$ cat src/rtl/trg_pkg.sv
package trg_pkg;

  localparam int TRG_MODE_W = 4;
  localparam int TRG_TRACK_W = 3;

  typedef enum logic [TRG_MODE_W-1:0] {
    TM_SWUPD   = 4'b0000,
    TM_CNTEN   = 4'b0001,
    TM_UPDATE  = 4'b0010,
    TM_CCPULSE = 4'b0011,
    TM_LVL1    = 4'b0100,
    TM_LVL2    = 4'b0101,
    TM_LVL3    = 4'b0110,
    TM_LVL4    = 4'b0111,
    TM_LVL5    = 4'b1000,
    TM_LVL6    = 4'b1001,
    TM_ANY4    = 4'b1010,
    TM_ANY6    = 4'b1011,
    TM_R4R6    = 4'b1100,
    TM_R4F6    = 4'b1101,
    TM_R5R6    = 4'b1110,
    TM_R5F6    = 4'b1111
  } trg_mode_e;

endpackage

$ cat src/rtl/trg_hist_reg.sv
module trg_hist_reg #(
  parameter int W = 3
) (
  input  logic         clk,
  input  logic         rst_n,
  input  logic [W-1:0] cur_i,
  output logic [W-1:0] hist_o,
  output logic         primed_o
);

  logic [W-1:0] hist_d, hist_q;
  logic         primed_d, primed_q;

  always_comb begin
    hist_d   = cur_i;
    primed_d = 1'b1;
  end

  always_ff @(posedge clk or negedge rst_n) begin
    if (!rst_n) begin
      hist_q   <= '0;
      primed_q <= 1'b0;
    end else begin
      hist_q   <= hist_d;
      primed_q <= primed_d;
    end
  end

  assign hist_o   = hist_q;
  assign primed_o = primed_q;

  // history follows the references every cycle, whatever the mode
  a_r11_hist_tracks: assert property (@(posedge clk) disable iff (!rst_n)
    primed_q |-> hist_q == $past(cur_i));

endmodule

$ cat src/rtl/trg_pulse_sel.sv
module trg_pulse_sel
  import trg_pkg::*;
(
  input  trg_mode_e               mode_i,
  input  logic [TRG_TRACK_W-1:0]  cur_i,
  input  logic [TRG_TRACK_W-1:0]  hist_i,
  input  logic                    primed_i,
  output logic                    pulse_o
);

  // index 0: reference 4, 1: reference 5, 2: reference 6
  logic [TRG_TRACK_W-1:0] rise, fall;

  for (genvar g = 0; g < TRG_TRACK_W; g++) begin : g_edge
    assign rise[g] = primed_i &  cur_i[g] & ~hist_i[g];
    assign fall[g] = primed_i & ~cur_i[g] &  hist_i[g];
  end

  always_comb begin
    unique case (mode_i)
      TM_ANY4: pulse_o = rise[0] | fall[0];
      TM_ANY6: pulse_o = rise[2] | fall[2];
      TM_R4R6: pulse_o = rise[0] | rise[2];
      TM_R4F6: pulse_o = rise[0] | fall[2];
      TM_R5R6: pulse_o = rise[1] | rise[2];
      TM_R5F6: pulse_o = rise[1] | fall[2];
      default: pulse_o = 1'b0;
    endcase
  end

  // fall of reference 5 is never a qualifying edge
  logic unused_fall5;
  assign unused_fall5 = fall[1];

endmodule

$ cat src/rtl/trg_master_out.sv
module trg_master_out
  import trg_pkg::*;
#(
  parameter int NUM_REF = 6
) (
  input  logic                  clk,
  input  logic                  rst_n,
  input  logic [TRG_MODE_W-1:0] mode_i,
  input  logic                  ug_i,
  input  logic                  cnt_en_i,
  input  logic                  update_i,
  input  logic                  cc1_set_i,
  input  logic [NUM_REF-1:0]    ref_i,
  output logic                  trig_o
);

  localparam int TRK_LO = NUM_REF - TRG_TRACK_W;

  trg_mode_e              mode_e;
  logic [TRG_TRACK_W-1:0] hist;
  logic                   primed;
  logic                   pulse;
  logic                   trig_d, trig_q;

  assign mode_e = trg_mode_e'(mode_i);

  trg_hist_reg #(.W(TRG_TRACK_W)) u_hist (
    .clk      (clk),
    .rst_n    (rst_n),
    .cur_i    (ref_i[NUM_REF-1:TRK_LO]),
    .hist_o   (hist),
    .primed_o (primed)
  );

  trg_pulse_sel u_pulse (
    .mode_i   (mode_e),
    .cur_i    (ref_i[NUM_REF-1:TRK_LO]),
    .hist_i   (hist),
    .primed_i (primed),
    .pulse_o  (pulse)
  );

  always_comb begin
    unique case (mode_e)
      TM_SWUPD:   trig_d = ug_i;
      TM_CNTEN:   trig_d = cnt_en_i;
      TM_UPDATE:  trig_d = update_i;
      TM_CCPULSE: trig_d = cc1_set_i;
      TM_LVL1:    trig_d = ref_i[0];
      TM_LVL2:    trig_d = ref_i[1];
      TM_LVL3:    trig_d = ref_i[2];
      TM_LVL4:    trig_d = ref_i[3];
      TM_LVL5:    trig_d = ref_i[4];
      TM_LVL6:    trig_d = ref_i[5];
      default:    trig_d = pulse;
    endcase
  end

  always_ff @(posedge clk or negedge rst_n) begin
    if (!rst_n) trig_q <= 1'b0;
    else        trig_q <= trig_d;
  end

  assign trig_o = trig_q;

  // first clock after reset never yields an edge pulse
  a_r1_first_clock_quiet: assert property (@(posedge clk) disable iff (!rst_n)
    (!primed && mode_i >= 4'b1010) |=> !trig_o);

  // update event appears one clock later
  a_r4_update_follow: assert property (@(posedge clk) disable iff (!rst_n)
    (mode_i == 4'b0010) |=> trig_o == $past(update_i));

  // every flag-set strobe becomes a pulse
  a_r5_cc_pulse: assert property (@(posedge clk) disable iff (!rst_n)
    (mode_i == 4'b0011 && cc1_set_i) |=> trig_o);

  // reference 1 level mode
  a_r6_level_ref1: assert property (@(posedge clk) disable iff (!rst_n)
    (mode_i == 4'b0100) |=> trig_o == $past(ref_i[0]));

  // any change of reference 4 yields a pulse in mode 4'b1010
  a_r7_any_edge4: assert property (@(posedge clk) disable iff (!rst_n)
    (mode_i == 4'b1010 && primed && ref_i[TRK_LO] != hist[0]) |=> trig_o);

endmodule

$ cat config.mk
export PLATFORM = sky130hd
export DESIGN_NAME = trg_master_out
export DESIGN_NICKNAME = d
export VERILOG_FILES = /design/src/rtl/trg_pkg.sv /design/src/rtl/trg_hist_reg.sv /design/src/rtl/trg_pulse_sel.sv /design/src/rtl/trg_master_out.sv
export SDC_FILE = /design/constraint.sdc
export NUM_CORES = 1
export LEC_CHECK = 0
export ABC_AREA = 1
export BUFFER_PORTS_ARGS = -buffer_cell sky130_fd_sc_hd__buf_4
export CAP_MARGIN = 20
export CORE_AREA = 8 8 45 47
export CTS_CLUSTER_DIAMETER = 30
export DETAILED_ROUTE_END_ITERATION = 16
export DIE_AREA = 0 0 53 55
export REMOVE_ABC_BUFFERS = 1
export SYNTH_ARGS = -nofsm -noshare
export SYNTH_HDL_FRONTEND = slang
export SYNTH_SLANG_ARGS = --single-unit
export TNS_END_PERCENT = 1
$ cat constraint.sdc
create_clock -name clk -period 1.1 [get_ports clk]
set_input_delay 0.11 -clock clk [delete_from_list [all_inputs] [get_ports clk]]
set_output_delay 0.11 -clock clk [all_outputs]
set_load 0.02 [all_outputs]
# ---- After elaboration in Yosys (flattened, before gate mapping)
# Index checks and enable logic that the tools add are counted.
dict set report classes {
  n_eq_ne 15
  reduce_logical 1
  muxes 2
  n_bitwise 21
}
# cell count
set op_table {}
lappend op_table {{equality test 4 bit (second input constant)} 8}
lappend op_table {{equality test 4 x 3 -> 1 bit (second input constant)} 4}
lappend op_table {{AND 1 bit} 10}
lappend op_table {{one-hot mux 1 bit (10 select lines)} 1}
lappend op_table {{equality test 4 x 2 -> 1 bit (second input constant)} 2}
lappend op_table {{OR 1 bit} 6}
lappend op_table {{one-hot mux 1 bit (6 select lines)} 1}
lappend op_table {{inverter 1 bit} 5}
lappend op_table {{equality test 4 x 1 -> 1 bit (second input constant)} 1}
lappend op_table {{logical NOT 4 bit} 1}
dict set report totals {
  reg_bits 5
  wordCells 42
  inputBits 16
}

# ---- Longest topological paths before layout
# Gate-level depths: netlist of the first run.
dict set report depth {
  word_depth 6
  depth_mapped 8
}

# ---- Cells and area by module
# A second synthesis of the first run with hierarchy kept.
dict set report unflattened {
  cells_unflattened 66
  area_unflattened_um2 382.9
}
# mod instances cells_per_inst area_per_inst_um2
set modules_own_cells {}
lappend modules_own_cells {trg_master_out 1 31 155.1}
lappend modules_own_cells {trg_pulse_sel 1 30 123.9}
lappend modules_own_cells {trg_hist_reg 1 5 103.8}

# ---- Worst setup path before layout of the first run
# Ideal clock, no wire load.
dict set report synth_path {
  kind {register -> register}
  start {register u_hist.primed_q, in the netlist u_hist.primed_o}
  end {register trig_q, in the netlist trig_o}
  setup_slack_ps 200
  setup_time_ps 119
  stages_incl_launch_ff 7
  path_buffers 0
  required_ps 981
  arrival_ps 782
  cell_sequence {dfrtp_1 > nand3_1 > nand2_1 > nand2_1 > nand3_2 > nor2_1 > nand2_1}
}
dict set report synth_between {
  elab_chain_len 5
}
# element line
set synth_lines {}
lappend synth_lines {{start, declared} trg_hist_reg.sv:12} ;# logic primed_d, primed_q;
lappend synth_lines {{start signal, assigned} trg_hist_reg.sv:25} ;# primed_q <= primed_d;
lappend synth_lines {{AND 1 bit, on equally long branches (2 in series)} {trg_pulse_sel.sv:15, trg_pulse_sel.sv:16}}
lappend synth_lines {{OR 1 bit (tied with other cells)} trg_pulse_sel.sv:26} ;# TM_R5F6: pulse_o = rise[1] | fall[2];
lappend synth_lines {{one-hot mux 1 bit (6 select lines) *} trg_pulse_sel.sv:20} ;# unique case (mode_i)
lappend synth_lines {{one-hot mux 1 bit (10 select lines) *} trg_master_out.sv:44} ;# unique case (mode_e)
lappend synth_lines {{via trig_d} trg_master_out.sv:23} ;# logic trig_d, trig_q;
lappend synth_lines {{end signal, assigned} trg_master_out.sv:61} ;# else trig_q <= trig_d;
lappend synth_lines {{end, declared} trg_master_out.sv:23}
# Mark *: on every way through the listed nets, which the timed path passes. The rest lies on a longest branch.

# ---- Worst setup path after layout of the first run
dict set report layout_path {
  start {input port ref_i[4]}
  end {register trig_q, in the netlist trig_o}
}
dict set report layout_between {
  elab_chain_len 5
}
# element line
set layout_lines {}
lappend layout_lines {{start, declared} trg_master_out.sv:13} ;# input logic [NUM_REF-1:0] ref_i,
lappend layout_lines {{AND 1 bit (2 in series)} trg_pulse_sel.sv:15} ;# assign rise[g] = primed_i & cur_i[g] & ~hist_i[g];
lappend layout_lines {{OR 1 bit, on equally long branches} {trg_pulse_sel.sv:26, trg_pulse_sel.sv:25}}
lappend layout_lines {{one-hot mux 1 bit (6 select lines)} trg_pulse_sel.sv:20}
lappend layout_lines {{one-hot mux 1 bit (10 select lines) *} trg_master_out.sv:44}
lappend layout_lines {{via trig_d} trg_master_out.sv:23}
# Marked as above.

==> results.md, run 1 <==
- CP peak stage delay: 0.53 ns
- CP Buf/Inv Count: 2
- Post-Synth Adder-Cell Area: 0
- Crit Path Max Fanout: 3
- Initial antenna violation count: 0
- R2R Path Start: u_hist.primed_o
- Drt drc: 0
- Met1 Use GR: 0.08129
- Stages on worst setup path: 8
- Commonest non-fill, non-tap cell in the layout: nand2_1
- Multiplexer share of the synthesized area: 0
- Layout cell share with drive strength beyond 1: 0.2976
- Switching part of the total: 0.2584
- Cell mode on critical path: nand2_1
- Fillers: 149
- Clk network pwr share: 0.366
- First-pass GRT wire length: 1642 µm
- DIE HEIGHT: 55 µm
- Worst path slowest cell: dlygate4sd3_1
- Most frequent cells in the layout: nand2_1 (24), buf_4 (16), nand3_1 (10)
- Max frequency: 990.5 MHz
- Die ar.: 2915 µm²
- Worst hold slack: 0.01438 ns
- Final instance area: 560.5 µm²
- Synth area leader: dfrtp_1
- Final setup violation count: 0
- CTS buffer count: 3
- Met2 Use GR: 0.1133
- RSZ-0062 raised after global routing: false
- Critical Path Sink Type: flop
- Antenna diodes: 0
- Final hold violation count: 0
- Post-route clock skew: 0.001539 ns
- Drt wl/cell: 10.24 µm
- VDD IR max: 818.4 µV
- Crit share post-route: 0.9178
- Post-Layout Cell Count: 100
- Synth unique cells: 15
- Routability cong.: 0.8431
- Synth Area in XOR/XNOR: 0
- Pin count of the biggest net entering global routing: 12
- Area Growth Syn to Fin: 46.89%
- R2R setup slack: 0.13 ns
- Leak pwr: 0.3187 nW
- Placed Area: 514.2 µm²
- Post-synthesis simple-gate area fraction: 0.5475
- Width of the die: 53 µm
- Clk_lat worst skew: 0.23 ns
- R2R depth: 6
- GR peak layer: met2
- Internal power: 0.4030 mW
- Sequential power share: 0.374
- FF+latch count, synth: 5
- H-Tree Depth: 1
- Core area: 1384 µm²
- CTS max path bufs: 2
- Hold Buf Count CTS: 2
- Top post-synthesis cells by area: dfrtp_1 (33%), nand2_1 (24%), nand3_1 (13%)
- NetSw: 0.1405 mW
- Yosys warns: 0
- Row count: 14
- Detailed-placement wirelength estimate: 823 µm
- Routed wire length: 1024 µm
- Mapped Cells: 63
- Crit path arrival time: 1.13 ns
- Combinational power share: 0.260
- Pwr dens: 969.5 nW/µm²
- Met3 GRT Util: 0.04545
- Critical path's top delay family: buffers and inverters
- Combinational family with the most area after synthesis: simple AND/OR/NAND/NOR gates
- Starting DRT DRC Count: 11
- Status: completed
- CTS root buffer: clkbuf_4
- Hold crit path type: in -> reg
- CTS sink count: 5
- I/O Buffers: 16
- Min Tclk post-route: 1.010 ns
- Hold Crit Start: ref_i[3]
- First-pass DRT Iterations: 4
- GR Util All Layers: 0.07511
- Synthesized area: 381.6 µm²
- GR Overflow Total: 0
- Synth Area per Inst: 6.057 µm²
- Routed Antenna Nets: 0
- Initial Util: 0.2758
- Yosys top cell area share: 0.3279
- I/O pin count: 17
- CTS tree: done
- Sequential area share after synthesis: 0.3279
- Synth Area in Compound Gates: 0.03607
- Nets: 101
- R2R Path End: trig_o
- Post-CTS Setup Bufs: 0
- Vias in the first global route: 415
- Final Util: 0.4051
- Setup TNS: 0 ns
- CP Cell Sequence: dlygate4sd3_1 > buf_4 > nand2_1 > nand2_1 > nand2_1 > nand2_1 > nor2_1 > nand2_1
- Startpoint class of the critical path: primary input
- Routed vias: 435
- Max Cap Viol: 0
- Placed insts: 94
- Worst path required time: 1.22 ns
- Final total power: 0.5435 mW
- Hold EP: u_hist.hist_o[0]
- Via density per instance: 4.350
- Cts repair resizes: 0
- Setup CP Type: in -> reg
- Clock transition at the registers of the reported paths: 0.04 ns
- Setup WS post-layout: 0.09046 ns
- DP Worst Slack: 0.1480 ns
- Final Slew Violations: 0
- Hold Path Stages: 1
==> per-layer routing <==
metal	wire length, µm	up-vias
met4	0	0
met1	470	179
met5	0	-
met2	439	18
li1	-	238
met3	114	0
==> cell type report <==
type / instances / area (µm²) / share of cell area
clock buffer: 4 / 26.28 / 0.04687
timing repair buffer: 18 / 140.1 / 0.2500
sequential: 5 / 125.1 / 0.2232
tap: 16 / 20.02 / 0.03571
inverter: 6 / 22.52 / 0.04018
multi-input combinational: 51 / 226.5 / 0.4040
==> registers in the layout, summed over array words and instances (netlist names) <==
name             count
u_hist.hist_o        3
u_hist.primed_o      1
trig_o               1
==> worst register-to-register path, stage by stage, from the launching register on <==
cell and delay [ns]:
dfrtp_1 0.40, nand3_1 0.11, nand2_1 0.06, nand3_1 0.09
nand3_2 0.06, nor2_1 0.08, nand2_1 0.06
==> cell usage after synthesis (all sizes together) <==
library cell	number
nand3	11
nand3b	1
nand2	25
nor2	10
conb	1
nor3	1
dfrtp	5
a21oi	1
inv	6
buf	1
o21ai	1
==> power by group through the flow <==
stage | Clock, mW | Sequential [mW] | Combinational, mW
5_1_grt | 0.217 | 0.204 | 0.159
3_5_place_dp | 0 | 0.205 | 0.136
2_1_floorplan | 0 | 0.211 | 0.0527
6_report | 0.199 | 0.203 | 0.141
3_3_place_gp | 0 | 0.206 | 0.137
4_1_cts | 0.212 | 0.203 | 0.143
==> logic make-up after synthesis <==
kind of cell           count (synthesis)
AOI/OAI and AO/OA                      2
and+or+nand+nor                       48
other                                  1
DFF                                    5
buffers and inverters                  7
==> worst max-delay path by stage <==
stage | startpoint | slack, ns | end
6_report | ref_i[4] | 0.09 | trig_o
5_1_grt | ref_i[4] | 0.004 | trig_o
4_1_cts | ref_i[4] | 0.08 | trig_o
3_5_place_dp | u_hist.primed_o | 0.15 | trig_o
3_3_place_gp | u_hist.primed_o | 0.16 | trig_o
2_1_floorplan | u_hist.primed_o | 0.20 | trig_o
(Power assumes the default switching activity.)
==> run 2: changes to the inputs <==
CORE_AREA = 2 2 39 41   (was 8 8 45 47)
DIE_AREA = 0 0 41 43   (was 0 0 53 55)
clock period = 1.25 ns   (was 1.1 ns; I/O delays follow)
==> results.md, run 2 (synthesis results as in run 1) <==
- Max Cap Viol: 0 (unchanged)
- DP Worst Slack: 0.2869 ns (+0.1389 ns)
- Max frequency: 1033 MHz
- First-pass DRT Iterations: 4 (unchanged)
- Startpoint class of the critical path: flop
- CTS root buffer: clkbuf_4
- Met1 Use GR: 0.1452 (+0.06393)
- Setup WS post-layout: 0.2820 ns (+0.1916 ns)
- I/O Buffers: 16 (unchanged)
- Final Util: 0.3978 (-0.007233)
- Crit share post-route: 0.7744
- Routed vias: 426 (-2.1%)
- Most frequent cells in the layout: nand2_1 (24), buf_4 (16), nand3_1 (10)
- Placed Area: 514.2 µm² (unchanged)
- Setup CP Type: reg -> reg
- Nets: 100 (-0.99%)
- I/O pin count: 17 (unchanged)
- Fillers: 157 (+5.4%)
- Initial Util: 0.2758 (unchanged)
- Area Growth Syn to Fin: 44.26%
- VDD IR max: 351.0 µV (-57%)
- Width of the die: 41 µm (-23%)
- DIE HEIGHT: 43 µm (-22%)
- CTS buffer count: 3 (unchanged)
- GR Util All Layers: 0.1123 (+0.03724)
- Final total power: 0.4775 mW (-12%)
- Layout cell share with drive strength beyond 1: 0.3012 (+0.003586)
- Routed wire length: 914 µm (-11%)
- CTS sink count: 5 (unchanged)
- Final setup violation count: 0 (unchanged)
- Starting DRT DRC Count: 10 (-1)
- Min Tclk post-route: 0.9680 ns
- Crit path arrival time: 1.09 ns (-0.04 ns)
- Placed insts: 94 (unchanged)
- CP Cell Sequence: nand3_1 > nand2_1 > nand3_1 > nand3_2 > nor2_1 > nand2_1
- Via density per instance: 4.303 (-1.1%)
- GR Overflow Total: 0 (unchanged)
- Row count: 14 (unchanged)
- Commonest non-fill, non-tap cell in the layout: nand2_1
- Largest register FFs: 3 (unchanged)
- Critical Path Sink Type: flop
- Drt drc: 0 (unchanged)
- H-Tree Depth: 1 (unchanged)
- RSZ-0062 raised after global routing: false
- Sequential power share: 0.373 (about the same)
- Met2 Use GR: 0.1656 (+0.05234)
- Hold crit path type: in -> reg
- Initial antenna violation count: 0 (unchanged)
- Routed Antenna Nets: 0 (unchanged)
- CTS max path bufs: 2 (unchanged)
- Detailed-placement wirelength estimate: 722 µm (-12%)
- Met3 GRT Util: 0.01047 (-0.03498)
- Combinational power share: 0.255 (-0.005)
- Drt wl/cell: 9.232 µm (-9.8%)
- Internal power: 0.3528 mW (-12%)
- Worst path slowest cell: dfrtp_1
- Final hold violation count: 0 (unchanged)
- First-pass GRT wire length: 1331 µm (-19%)
- Core area: 1384 µm² (unchanged)
- Final Slew Violations: 0 (unchanged)
- Vias in the first global route: 366 (-12%)
- Die ar.: 1763 µm² (-40%)
- Pwr dens: 867.3 nW/µm² (-11%)
- Worst path required time: 1.37 ns (+0.15 ns)
- Pin count of the biggest net entering global routing: 12 (unchanged)
- NetSw: 0.1247 mW (-11%)
- Clock transition at the registers of the reported paths: 0.04 ns (about the same)
- Worst hold slack: 0.02111 ns (+0.006727 ns)
- Status: completed
- Antenna diodes: 0 (unchanged)
- Routability cong.: 0.8747 (+3.7%)
- Final instance area: 550.5 µm² (-1.8%)
- Post-Layout Cell Count: 99 (-1.0%)
- CTS tree: done
- Leak pwr: 0.3145 nW (-1.3%)
- Switching part of the total: 0.2612 (+0.002743)
- Crit Path Max Fanout: 4 (+1)
- Post-CTS Setup Bufs: 0 (unchanged)
- Clk network pwr share: 0.373 (+0.007)
- Post-route clock skew: 0.0008461 ns (-0.0006925 ns)
- Clk_lat worst skew: 0.23 ns (about the same)
- GR peak layer: met2
- CP peak stage delay: 0.40 ns (-0.13 ns)
- Setup TNS: 0 ns (unchanged)
## run 2: changes by cell type in the layout (fill, tap and decap cells not counted)
cell,change
dlygate4sd3_1,-1
## run 2: power by group through the flow
| stage | combinational [mW] | clock [mW] | sequential [mW] |
|---|---|---|---|
| 4_1_cts | 0.123 | 0.189 | 0.178 |
| 3_5_place_dp | 0.120 | 0 | 0.180 |
| 5_1_grt | 0.136 | 0.197 | 0.180 |
| 6_report | 0.122 | 0.178 | 0.178 |
| 2_1_floorplan | 0.0464 | 0 | 0.186 |
| 3_3_place_gp | 0.120 | 0 | 0.181 |
## run 2: layout make-up
cell class,instances,area [µm²],area share
clock buffers,4,26.28,0.04773
well taps,16,20.02,0.03636
repair buffers,17,130.1,0.2364
multi-input cells,51,226.5,0.4114
flip-flops and latches,5,125.1,0.2273
inverters,6,22.52,0.04091
## run 2: path summary, 6_finish.rpt
kind	from	to	slack (ns)	cells past startpoint
setup / recovery	u_hist.primed_o	trig_o	0.28	6
hold / removal	ref_i[4]	u_hist.hist_o[1]	0.02	1
setup reg to reg	u_hist.primed_o	trig_o	0.28	6
hold reg to reg	u_hist.hist_o[1]	trig_o	0.64	4
max in group asynchronous	rst_n	u_hist.hist_o[0]	0.93	2
min in group asynchronous	rst_n	trig_o	0.22	2
## run 2: per-layer routing
layer	wire length [µm]	share of wire
met5	0	0
met4	0	0
met3	112	0.12
met2	423	0.46
met1	377	0.41
## run 2: worst max-delay path: cells and delay by family, from the launching register on
| kind | cells | cell delay, ns |
|---|---|---|
| simple gates | 6 | 0.45 |
| flops | 1 | 0.40 |
## run 2: timing repair
item,4_1_cts,5_1_grt
hold buffers,1,0
gates resized for setup,0,0
hold endpoints to repair,5,0
==> run 3: changes to the inputs <==
ABC_AREA = 0   (was 1)
clock period = 0.85 ns   (was 1.25 ns; I/O delays follow)
==> results.md, run 3 <==
- Stages on worst setup path: 4 (-2)
- Most frequent cell after synthesis: dfrtp_1
- CP Buf/Inv Count: 0 (unchanged)
- Pin count of the biggest net entering global routing: 7 (-5)
- Top post-synthesis cells by count: dfrtp_1 (5), nand2b_1 (3)
- CTS buffer count: 3 (unchanged)
- Critical path's top delay family: simple AND/OR/NAND/NOR gates
- Setup WS post-layout: -0.3417 ns (-0.6237 ns)
- Drt drc: 0 (unchanged)
- Synthesized area: 322.8 µm² (-15%)
- CTS root buffer: clkbuf_4
- Antenna diodes: 0 (unchanged)
- Final hold violation count: 0 (unchanged)
- Detailed-placement wirelength estimate: 563.1 µm (-22%)
- Max frequency: 839.2 MHz (-19%)
- Worst path slowest cell: or4b_1
- Clk_lat worst skew: 0.24 ns (about the same)
- Area Growth Syn to Fin: 69.77%
- CTS max path bufs: 2 (unchanged)
- DP Worst Slack: -0.4611 ns (-0.7481 ns)
- Top post-synthesis cells by area: dfrtp_1 (39%), mux4_1 (16%), mux2i_1 (6.2%)
- Leak pwr: 0.2535 nW (-19%)
- Yosys top cell area share: 0.3876 (+0.05973)
- Routed wire length: 714 µm (-22%)
- Commonest non-fill, non-tap cell in the layout: buf_4
- Synth area leader: dfrtp_1
- Vias in the first global route: 314 (-14%)
- FF+latch count, synth: 5 (unchanged)
- Routed vias: 317 (-26%)
- Layout cell share with drive strength beyond 1: 0.4630 (+0.1618)
- Worst path required time: 1.00 ns (-0.37 ns)
- Largest register FFs: 3 (unchanged)
- Dominant synthesized flop cell: dfrtp_1
- Crit path arrival time: 1.34 ns (+0.25 ns)
- R2R setup slack: -0.34 ns (-0.62 ns)
- Final total power: 0.7171 mW (+50%)
- DIE HEIGHT: 43 µm (unchanged)
- H-Tree Depth: 1 (unchanged)
- Pwr dens: 1309 nW/µm² (+51%)
- RSZ-0062 raised after global routing: true
- First-pass GRT wire length: 1166 µm (-12%)
- Sequential area share after synthesis: 0.3876 (+0.05973)
- Mapped Cells: 28 (-56%)
- Post-route clock skew: 0.007301 ns (+0.006455 ns)
- Yosys warns: 0 (unchanged)
- Nets: 71 (-29%)
- Max Cap Viol: 0 (unchanged)
- FFs w/ async S/R, synth: 1.000 (unchanged)
- R2R depth: 4 (-2)
- Final setup violation count: 1 (+1)
- Synth unique cells: 18 (+3)
- Setup crit start: u_hist.hist_o[0]
- Synth Area per Inst: 11.53 µm² (+90%)
- Routed Antenna Nets: 0 (unchanged)
- Final Slew Violations: 0 (unchanged)
- R2R Path Start: u_hist.hist_o[0]
- CTS sink count: 5 (unchanged)
- Critical Path Sink Type: flop
- CP peak stage delay: 0.43 ns (+0.03 ns)
- Placed Area: 478.0 µm² (-7.1%)
- Row count: 14 (unchanged)
- Most frequent cells in the layout: buf_4 (19), dfrtp_1 (5), dlygate4sd3_1 (4)
- Die ar.: 1763 µm² (unchanged)
- Routability cong.: 0.6970 (-20%)
- Cell mode on critical path: a31oi_1
- Min Tclk post-route: 1.192 ns (+0.2237 ns)
- CTS tree: done
- Crit share post-route: 1.402 (+0.6276)
- First-pass DRT Iterations: 4 (unchanged)
- Setup crit end: trig_o
- Post-synth EDFFs: 0 (unchanged)
- Status: complete, but fails checks
- Initial antenna violation count: 0 (unchanged)
- GR Util All Layers: 0.1003 (-0.01204)
- Core area: 1384 µm² (unchanged)
- Crit Path Max Fanout: 3 (-1)
- Startpoint class of the critical path: flop
- Final instance area: 548.0 µm² (-0.45%)
- Failing checks: negative setup slack
- GR Overflow Total: 0 (unchanged)
- Clock transition at the registers of the reported paths: 0.05 ns (about the same)
- R2R Path End: trig_o
- Hold crit path type: in -> reg
- Drt wl/cell: 10.20 µm (+10%)
- I/O Buffers: 16 (unchanged)
- Setup CP Type: reg -> reg
- Via density per instance: 4.529 (+5.2%)
- CP Cell Sequence: or4b_1 > o21ai_1 > a31oi_1 > a31oi_1
- Initial Util: 0.2333 (-0.04250)
- Width of the die: 41 µm (unchanged)
- Starting DRT DRC Count: 3 (-7)
- I/O pin count: 17 (unchanged)
- VDD IR max: 878.4 µV (+150%)
run 3: layer usage:
metal | GRT usage | up-vias | routed length [µm]
met4 | 0.04000 | 0 | 0
met1 | 0.1192 | 146 | 294
met2 | 0.1594 | 11 | 368
li1 | - | 160 | -
met5 | 0 | - | 0
met3 | 0.03141 | 0 | 51
run 3: cell type report:
cell class	instances	area, µm²
multi-input combinational	21	182.7
fill	145	835.8
sequential	5	125.1
clock buffer	4	26.28
tap	16	20.02
timing repair buffer	24	193.9
run 3: how the worst min path moves through the flow:
stage | startpoint | endpoint | slack, ns | cells after the start
2_1_floorplan | rst_n | trig_o | -0.21 | 0
3_3_place_gp | rst_n | trig_o | -0.11 | 1
3_5_place_dp | rst_n | trig_o | -0.11 | 1
4_1_cts | mode_i[3] | trig_o | 0.07 | 2
5_1_grt | mode_i[3] | trig_o | 0.08 | 2
6_report | mode_i[3] | trig_o | 0.08 | 2
run 3: report_power, final:
part           switching (mW)  internal (mW)
logic                  0.0658          0.120
registers             0.00821          0.255
clock network          0.0911          0.177
run 3: repair_timing:
item,in CTS,in global routing
setup endpoints to repair,1,2
setup buffers,0,0
hold buffers,4,0
hold endpoints to repair,8,0
resized for setup,0,1
pin swaps,2,0
run 3: logic make-up (layout without fill, tap and decap cells):
family	after synthesis	after routing	synth area share
mux	5	5	0.2597
simple gates	8	8	0.1511
buf+inv	2	28	0.04650
compound gates	7	7	0.1434
flops	5	5	0.3876
other cells	1	1	0.01162
run 3: per-stage QoR:
stage	instances	util	setup TNS [ns]	hold WS, ns
finish	70	0.3960	-0.3417	0.08415
global route	70	0.3960	-0.4127	0.07984
CTS	70	0.3933	-0.3458	0.07424
detailed placement	62	0.3454	-0.4611	-0.1120
global placement	62	0.3454	-0.4943	-0.1130
floorplan	26	-	-0.2819	-0.2106
